**src/rtl/gpio_lk_pkg.sv**
```systemverilog
package gpio_lk_pkg;

    localparam logic [7:0] OFS_DATA  = 8'h00;
    localparam logic [7:0] OFS_DIR   = 8'h04;
    localparam logic [7:0] OFS_AFSEL = 8'h08;
    localparam logic [7:0] OFS_LOCK  = 8'h0C;
    localparam logic [7:0] OFS_CR    = 8'h10;

    typedef enum logic [2:0] {
        SEL_NONE,
        SEL_DATA,
        SEL_DIR,
        SEL_AFSEL,
        SEL_LOCK,
        SEL_CR
    } reg_sel_e;

    typedef struct packed {
        logic out;
        logic oe;
    } pin_drv_t;

    function automatic reg_sel_e decode_ofs(input logic [7:0] ofs);
        case (ofs)
            OFS_DATA:  return SEL_DATA;
            OFS_DIR:   return SEL_DIR;
            OFS_AFSEL: return SEL_AFSEL;
            OFS_LOCK:  return SEL_LOCK;
            OFS_CR:    return SEL_CR;
            default:   return SEL_NONE;
        endcase
    endfunction

endpackage

```
**src/rtl/gpio_lk_swregs.sv**
```systemverilog
module gpio_lk_swregs #(
    parameter int unsigned W = 8
) (
    input  logic         clk,
    input  logic         rst,
    input  logic         wr_data,
    input  logic         wr_dir,
    input  logic [W-1:0] wdata,
    input  logic [W-1:0] pin_in,
    output logic [W-1:0] data_q,
    output logic [W-1:0] dir_q,
    output logic [W-1:0] data_view
);

    always_ff @(posedge clk) begin
        if (rst) begin
            data_q <= '0;
            dir_q  <= '0;
        end else begin
            if (wr_data) data_q <= wdata;
            if (wr_dir)  dir_q  <= wdata;
        end
    end

    always_comb begin
        data_view = (data_q & dir_q) | (pin_in & ~dir_q);
    end

    p_dir_hold_r9: assert property (@(posedge clk) disable iff (rst)
        !wr_dir |=> $stable(dir_q));

    p_data_hold_r9: assert property (@(posedge clk) disable iff (rst)
        !wr_data |=> $stable(data_q));

endmodule

```
**src/rtl/gpio_lk_guard.sv**
```systemverilog
module gpio_lk_guard #(
    parameter int unsigned     W          = 8,
    parameter int unsigned     BUS_W      = 32,
    parameter logic [BUS_W-1:0] UNLOCK_KEY = 32'h4C4F434B
) (
    input  logic             clk,
    input  logic             rst,
    input  logic             wr_afsel,
    input  logic             wr_lock,
    input  logic             wr_cr,
    input  logic [BUS_W-1:0] wdata,
    output logic [W-1:0]     afsel_q,
    output logic [W-1:0]     cr_q,
    output logic             locked_q
);

    logic [W-1:0] afsel_next;

    always_comb begin
        afsel_next = (afsel_q & ~cr_q) | (wdata[W-1:0] & cr_q);
    end

    always_ff @(posedge clk) begin
        if (rst) begin
            afsel_q  <= '0;
            cr_q     <= '1;
            locked_q <= 1'b1;
        end else begin
            if (wr_afsel) afsel_q <= afsel_next;
            if (wr_lock) begin
                locked_q <= (wdata != UNLOCK_KEY);
            end else if (wr_cr) begin
                if (!locked_q) cr_q <= wdata[W-1:0];
                locked_q <= 1'b1;
            end
        end
    end

    p_reset_locked_r1: assert property (@(posedge clk) disable iff (rst)
        $past(rst) |-> (locked_q && afsel_q == '0));

    p_afsel_masked_r5: assert property (@(posedge clk) disable iff (rst)
        wr_afsel |=> (((afsel_q ^ $past(afsel_q)) & ~$past(cr_q)) == '0));

    p_key_unlock_r6: assert property (@(posedge clk) disable iff (rst)
        (wr_lock && wdata == UNLOCK_KEY) |=> !locked_q);

    p_cr_locked_r7: assert property (@(posedge clk) disable iff (rst)
        (wr_cr && locked_q) |=> $stable(cr_q));

    p_relock_r8: assert property (@(posedge clk) disable iff (rst)
        wr_cr |=> locked_q);

endmodule

```
**src/rtl/gpio_lk_pinmux.sv**
```systemverilog
module gpio_lk_pinmux
    import gpio_lk_pkg::*;
#(
    parameter int unsigned W = 8
) (
    input  logic [W-1:0] sel_periph,
    input  logic [W-1:0] sw_out,
    input  logic [W-1:0] sw_oe,
    input  logic [W-1:0] periph_out,
    input  logic [W-1:0] periph_oe,
    output logic [W-1:0] pin_out,
    output logic [W-1:0] pin_oe
);

    for (genvar i = 0; i < W; i++) begin : g_pin
        pin_drv_t sw_drv;
        pin_drv_t pe_drv;
        pin_drv_t drv;
        always_comb begin
            sw_drv     = '{out: sw_out[i], oe: sw_oe[i]};
            pe_drv     = '{out: periph_out[i], oe: periph_oe[i]};
            drv        = sel_periph[i] ? pe_drv : sw_drv;
            pin_out[i] = drv.out;
            pin_oe[i]  = drv.oe;
        end
    end

endmodule

```
**src/rtl/gpio_lk_port.sv**
```systemverilog
module gpio_lk_port
    import gpio_lk_pkg::*;
#(
    parameter int unsigned      PINS       = 8,
    parameter int unsigned      ADDR_W     = 5,
    parameter int unsigned      BUS_W      = 32,
    parameter logic [BUS_W-1:0] UNLOCK_KEY = 32'h4C4F434B
) (
    input  logic              clk,
    input  logic              rst,
    input  logic [ADDR_W-1:0] bus_addr,
    input  logic              bus_wr,
    input  logic [BUS_W-1:0]  bus_wdata,
    output logic [BUS_W-1:0]  bus_rdata,
    input  logic [PINS-1:0]   pin_in,
    input  logic [PINS-1:0]   periph_out,
    input  logic [PINS-1:0]   periph_oe,
    output logic [PINS-1:0]   pin_out,
    output logic [PINS-1:0]   pin_oe
);

    localparam int unsigned PAD_W = BUS_W - PINS;

    reg_sel_e      sel;
    logic [PINS-1:0] data_q, dir_q, data_view, afsel_q, cr_q;
    logic          locked_q;

    always_comb begin
        sel = decode_ofs(8'(bus_addr));
    end

    gpio_lk_swregs #(.W(PINS)) u_swregs (
        .clk       (clk),
        .rst       (rst),
        .wr_data   (bus_wr && sel == SEL_DATA),
        .wr_dir    (bus_wr && sel == SEL_DIR),
        .wdata     (bus_wdata[PINS-1:0]),
        .pin_in    (pin_in),
        .data_q    (data_q),
        .dir_q     (dir_q),
        .data_view (data_view)
    );

    gpio_lk_guard #(.W(PINS), .BUS_W(BUS_W), .UNLOCK_KEY(UNLOCK_KEY)) u_guard (
        .clk      (clk),
        .rst      (rst),
        .wr_afsel (bus_wr && sel == SEL_AFSEL),
        .wr_lock  (bus_wr && sel == SEL_LOCK),
        .wr_cr    (bus_wr && sel == SEL_CR),
        .wdata    (bus_wdata),
        .afsel_q  (afsel_q),
        .cr_q     (cr_q),
        .locked_q (locked_q)
    );

    gpio_lk_pinmux #(.W(PINS)) u_pinmux (
        .sel_periph (afsel_q),
        .sw_out     (data_q),
        .sw_oe      (dir_q),
        .periph_out (periph_out),
        .periph_oe  (periph_oe),
        .pin_out    (pin_out),
        .pin_oe     (pin_oe)
    );

    always_comb begin
        case (sel)
            SEL_DATA:  bus_rdata = {{PAD_W{1'b0}}, data_view};
            SEL_DIR:   bus_rdata = {{PAD_W{1'b0}}, dir_q};
            SEL_AFSEL: bus_rdata = {{PAD_W{1'b0}}, afsel_q};
            SEL_LOCK:  bus_rdata = {{(BUS_W-1){1'b0}}, locked_q};
            SEL_CR:    bus_rdata = {{PAD_W{1'b0}}, cr_q};
            default:   bus_rdata = '0;
        endcase
    end

endmodule

```
**config.mk**
```make
export PLATFORM = sky130hd
export DESIGN_NAME = gpio_lk_port
export DESIGN_NICKNAME = d
export VERILOG_FILES = /design/src/rtl/gpio_lk_pkg.sv /design/src/rtl/gpio_lk_swregs.sv /design/src/rtl/gpio_lk_guard.sv /design/src/rtl/gpio_lk_pinmux.sv /design/src/rtl/gpio_lk_port.sv
export SDC_FILE = /design/constraint.sdc
export NUM_CORES = 1
export LEC_CHECK = 0
export ABC_AREA = 1
export BUFFER_PORTS_ARGS = -buffer_cell sky130_fd_sc_hd__clkbuf_2
export CORE_MARGIN = 10
export CORE_UTILIZATION = 49
export DETAILED_ROUTE_END_ITERATION = 10
export HOLD_SLACK_MARGIN = 0.02
export PLACE_DENSITY = 0.95
export SETUP_SLACK_MARGIN = 0.2
export SLEW_MARGIN = 20
export SYNTH_ARGS = -nofsm -noshare
export SYNTH_HDL_FRONTEND = slang
export SYNTH_SLANG_ARGS = --single-unit
```
**constraint.sdc**
```tcl
create_clock -name clk -period 1.8 [get_ports clk]
set_input_delay 0.36 -clock clk [delete_from_list [all_inputs] [get_ports clk]]
set_output_delay 0.36 -clock clk [all_outputs]
set_load 0.02 [all_outputs]
```
Word-level counts from Yosys, hierarchy flattened
Cells that the tools add are included.
- flip-flop bits (word level): 33
- word-level logic and storage cells: 45
- reductions and logical operators: 8
- muxes and demuxes: 12
- equal/unequal tests: 10
- bitwise logic cells: 10
- operators with widths (kind ; number):
    8-bit one-hot mux with 5 select lines ; 1
    8-bit bitwise AND ; 4
    32-bit by 31-bit != test with 1-bit output, second input constant ; 1
    2-bit 2-to-1 mux ; 8
    8-bit inverter ; 2
    8-bit bitwise OR ; 2
    3-bit one-hot mux with 5 select lines ; 1
    5-bit by 4-bit == test with 1-bit output, second input constant ; 2
    3-bit by 2-bit == test with 1-bit output, second input constant ; 2
    3-bit == test, second input constant ; 2
    5-bit by 3-bit == test with 1-bit output, second input constant ; 1
    5-bit == test, second input constant ; 1
    1-bit logical AND ; 5
    5-bit logical NOT ; 1
    3-bit by 1-bit == test with 1-bit output, second input constant ; 1
    3-bit AND reduction ; 1
    1-bit 2-to-1 mux ; 2
    1-bit inverter ; 2
    2-bit nonzero test ; 1

Longest topological paths before layout
- depth in word-level cells: 6
- gate-level depth with buffers: 8
- gate-level depth less buffers: 8

By module
From an unflattened synthesis, not the netlist that was laid out.
- cell total of the unflattened synthesis: 379
- area, all modules: 2378.5 µm²
- by module, submodules not included (module ; area an instance (µm²) ; seq. area each (µm²) ; times used ; cells an instance):
    gpio_lk_guard ; 838.3 ; 340.3 ; 1 ; 111
    gpio_lk_swregs ; 768.2 ; 320.3 ; 1 ; 118
    gpio_lk_port ; 561.8 ; 0.0 ; 1 ; 94
    gpio_lk_pinmux ; 210.2 ; 0.0 ; 1 ; 56

Worst setup path after synthesis
No wires, ideal clock.
- kind: input-to-output
- start point: in bus_addr[1]
- end point: out bus_rdata[1]
- arrival time: 1.233 ns
- path slack: 0.207 ns
- data required time: 1.440 ns
- stages: 8
- cell sequence: nor2_4 nand2_1 nor2_4 buf_4 nand2_1 nand2_1 nand2_1 nand4_1
- longest elaborated chain between the ends: 4
- ends and longest elaborated chain (item ; RTL line ; RTL):
    start, declared ; gpio_lk_port.sv:11 ; input logic [ADDR_W-1:0] bus_addr,
    5-bit == test, or another cell as far along ; gpio_lk_pkg.sv:24 ; case (ofs)
    3-bit one-hot mux with 5 select lines * ; gpio_lk_pkg.sv:24 ;
    3-bit == test, or another cell as far along ; gpio_lk_port.sv:67 ; case (sel)
    8-bit one-hot mux with 5 select lines * ; gpio_lk_port.sv:67 ;
    end, declared ; gpio_lk_port.sv:14 ; output logic [BUS_W-1:0] bus_rdata,
Every way passes the cells marked *; elsewhere a longest branch is shown, timed or not.

Final worst setup path
- start point: in bus_addr[1]
- end point: out bus_rdata[5]
The elaborated chain is that of the path after synthesis.

==> impl_metrics.json <==
{
  "status": "completed",
  "timing_worst_setup_path_type": "primary input to output port",
  "timing.hold.ws_ns": 0.331,
  "worst_ep_arrival_time_ns": 1.38,
  "critPathRequiredTime_ns": 1.44,
  "effective_utilization_at_floorplan_pct": 50.0,
  "report.final.slew_viol_count": 0,
  "detail_route.wl_per_cell_um": 13.3,
  "drt-total-wl_mm": 6.65,
  "ff_latch_area_um2": 661,
  "synth_seq_cells": 33,
  "remaining_drc_errors": 0,
  "pin_count": 112,
  "hold_viol_final": 0,
  "netSwitchingFraction_pct": 27.6,
  "clk_transition_reported_paths_ns": 0.06,
  "post_synthesis_sequential_area_ratio_pct": 30.8,
  "cts-root-buf": "sky130_fd_sc_hd__clkbuf_8",
  "worst-path-max-fanout": 8,
  "final_layout_size_suffix_gt1_share_pct": 26.5,
  "floorplan.die.height_um": 86.2,
  "synth_area_leader_cell": "sky130_fd_sc_hd__dfxtp_1",
  "hold_path.startpoint": "bus_wdata[4]",
  "detail_route.vias_per_cell": 4.81,
  "multi_input_comb_area_mm2": 0.00120,
  "drt_pass1_iterations": 4,
  "via_count": 2409,
  "design_power_total_uw": 1580,
  "switching_power_uw": 437,
  "power_frac_clock_pct": 35.4,
  "syn_inst_count": 353,
  "layout_area_growth_over_synthesis_pct": 30.5,
  "gr-usage-all-layers_pct": 17.2,
  "cts_tree": "done",
  "reg2reg_from": "u_guard.locked_q$_SDFFE_PP1P_",
  "post_synth_num_cell_types": 23,
  "post_synth_main_area_contributors": "sky130_fd_sc_hd__dfxtp_1 31%, sky130_fd_sc_hd__nand2_1 20%, sky130_fd_sc_hd__buf_4 9.1%",
  "die_w_um": 86.2,
  "n_fill_cell": 383,
  "diodes": 0,
  "yosysWarningCount": 0,
  "ir_worst_vdd_uv": 507,
  "cell_at_the_slowest_stage_of_the_critical_path": "sky130_fd_sc_hd__nor2_4",
  "detailed_place_hpwl_mm": 4.96,
  "min_period_ns": 1.74,
  "r2r-end": "u_guard.cr_q[2]$_SDFFE_PP1P_",
  "maxCapViolCount": 0,
  "antenna_found_initial": 0,
  "cts_max_path_buffers": 2,
  "first_pass_grt_wire_length_mm": 10.6,
  "rsz0062_at_grt": "true",
  "setup_viol_count_final": 0,
  "hold_fix_buffers_cts": 0,
  "clock_insertion_delay_at_the_later_pin_of_the_skew_report_ns": 0.28,
  "p_leak_uw": 0.00153,
  "drt_first_iter_violations": 146,
  "highest_clock_rate_mhz": 576,
  "num-nets-final": 513,
  "min-delay-path-class": "primary input to flip-flop",
  "placer_congestion": 0.811,
  "power.density_cell_area_mw_per_mm2": 564,
  "cts.sinks": 33,
  "p_int_uw": 1140,
  "worst_hold_path.endpoint": "u_guard.cr_q[4]$_SDFFE_PP1P_",
  "final.setup_skew_ns": 0.00333,
  "core_region_area_mm2": 0.00429,
  "first_global_vias": 2369,
  "worst-r2r-cell-count": 4,
  "grt_max_degree": 34,
  "avgSynthCellArea_um2": 6.09,
  "ff2ff_setup_slack_ns": 0.74,
  "critical_path.max_stage_delay_ns": 0.16,
  "p_comb_share_pct": 17.5,
  "die-area_mm2": 0.00743,
  "worst_hold_path.num_cells": 3,
  "globalRouteOverflowTotal": 0,
  "placementRows": 24,
  "path_cells": "buf_6 -> nor2_4 -> nand2_2 -> nor2_4 -> buf_12 -> nand2_2 -> nand2_1 -> nand2_1 -> nand4_1 -> clkbuf_8",
  "yosysTopAreaCellShare_pct": 30.8,
  "end_kind": "output port",
  "syn_area_mm2": 0.00215,
  "startpoint_type": "primary input",
  "inserted_clock_buffers": 5,
  "portBuffers": 87,
  "ctsHtreeMaxLevel": 2,
  "post-route-period-util_pct": 96.4,
  "p_seq_share_pct": 47.1,
  "ant_nets": 0,
  "setup_tns_ns": 0
}
## worst max-delay path by stage
stage | from | cells after the start | slack, ns | end
4_1_cts | bus_addr[3] | 10 | 0.07 | bus_rdata[5]
6_report | bus_addr[1] | 10 | 0.06 | bus_rdata[5]
2_1_floorplan | bus_addr[1] | 8 | 0.21 | bus_rdata[1]
3_3_place_gp | bus_addr[1] | 8 | 0.08 | bus_rdata[0]
5_1_grt | bus_addr[2] | 10 | -0.007 | bus_rdata[5]
3_5_place_dp | bus_addr[3] | 10 | 0.02 | bus_rdata[5]
## layer usage
metal | wire length, µm | track usage (%)
met4 | 181 | 7.22
met2 | 3340 | 30.8
met3 | 658 | 7.32
met1 | 2460 | 16.9
met5 | 0 | 0
## cells in the final DEF (no fill, tap or decap), types with 3 or more instances in the layout
cell,instances
sky130_fd_sc_hd__dfxtp_1,33
sky130_fd_sc_hd__nor2_4,7
sky130_fd_sc_hd__nor2_1,35
sky130_fd_sc_hd__clkbuf_8,7
sky130_fd_sc_hd__o21ai_0,32
sky130_fd_sc_hd__buf_6,7
sky130_fd_sc_hd__nand2_1,108
sky130_fd_sc_hd__nand3_1,19
sky130_fd_sc_hd__o21ai_1,3
sky130_fd_sc_hd__nand4_1,8
sky130_fd_sc_hd__nand2_2,5
sky130_fd_sc_hd__inv_1,48
sky130_fd_sc_hd__clkbuf_2,78
sky130_fd_sc_hd__a21oi_1,16
sky130_fd_sc_hd__buf_4,6
sky130_fd_sc_hd__conb_1,24
## worst max-delay path, delay by kind of cell
family        cells  cell delay, ns
simple gates      7            0.60
buf+inv           3            0.40
## per-stage QoR
stage,instance area [µm²],worst slack (ns),util [%],instances
2_1_floorplan,2230,0.207,-,376
3_5_place_dp,2580,0.0235,60.1,490
5_1_grt,2800,-0.00679,65.3,501
6_report,2800,0.0641,65.3,501
4_1_cts,2700,0.0685,62.9,498
3_3_place_gp,2580,0.0769,60.1,490
## power by group through the flow
stage	clock network (µW)	logic, µW	registers, µW
4_1_cts	570	258	744
3_5_place_dp	0	250	760
3_3_place_gp	0	244	760
6_report	560	277	744
2_1_floorplan	0	179	759
5_1_grt	588	305	745
## repair_timing
item,4_1_cts,5_1_grt
setup buffers,0,2
pin swaps,0,1
resized for setup,11,25
endpoints found under the setup margin,8,8
gates cloned,1,1
hold endpoints to repair,0,0
## final cells by class
class / count / area share (%)
Sequential cell: 33 / 23.6
Inverter: 51 / 6.92
Clock buffer: 7 / 3.08
Multi-Input combinational cell: 263 / 42.9
Timing Repair Buffer: 95 / 21.2
Tap cell: 52 / 2.32
## cells in the mapped netlist, drive strengths merged
cell,number
nand2,114
conb,1
inv,51
nand3,20
buf,28
nor3,1
nor2,42
a21oi,16
o2111ai,1
clkbuf,2
dfxtp,33
o21ai,35
nand4,8
o22ai,1
## cell families after synthesis
logic type,count (synthesis),share of synthesized area (%)
other,1,0.175
AOI/OAI and AO/OA,53,12.6
buffers and inverters,81,19.1
and+or+nand+nor,185,37.4
DFF,33,30.8
Note: power is estimated with default switching activity, not from simulation.
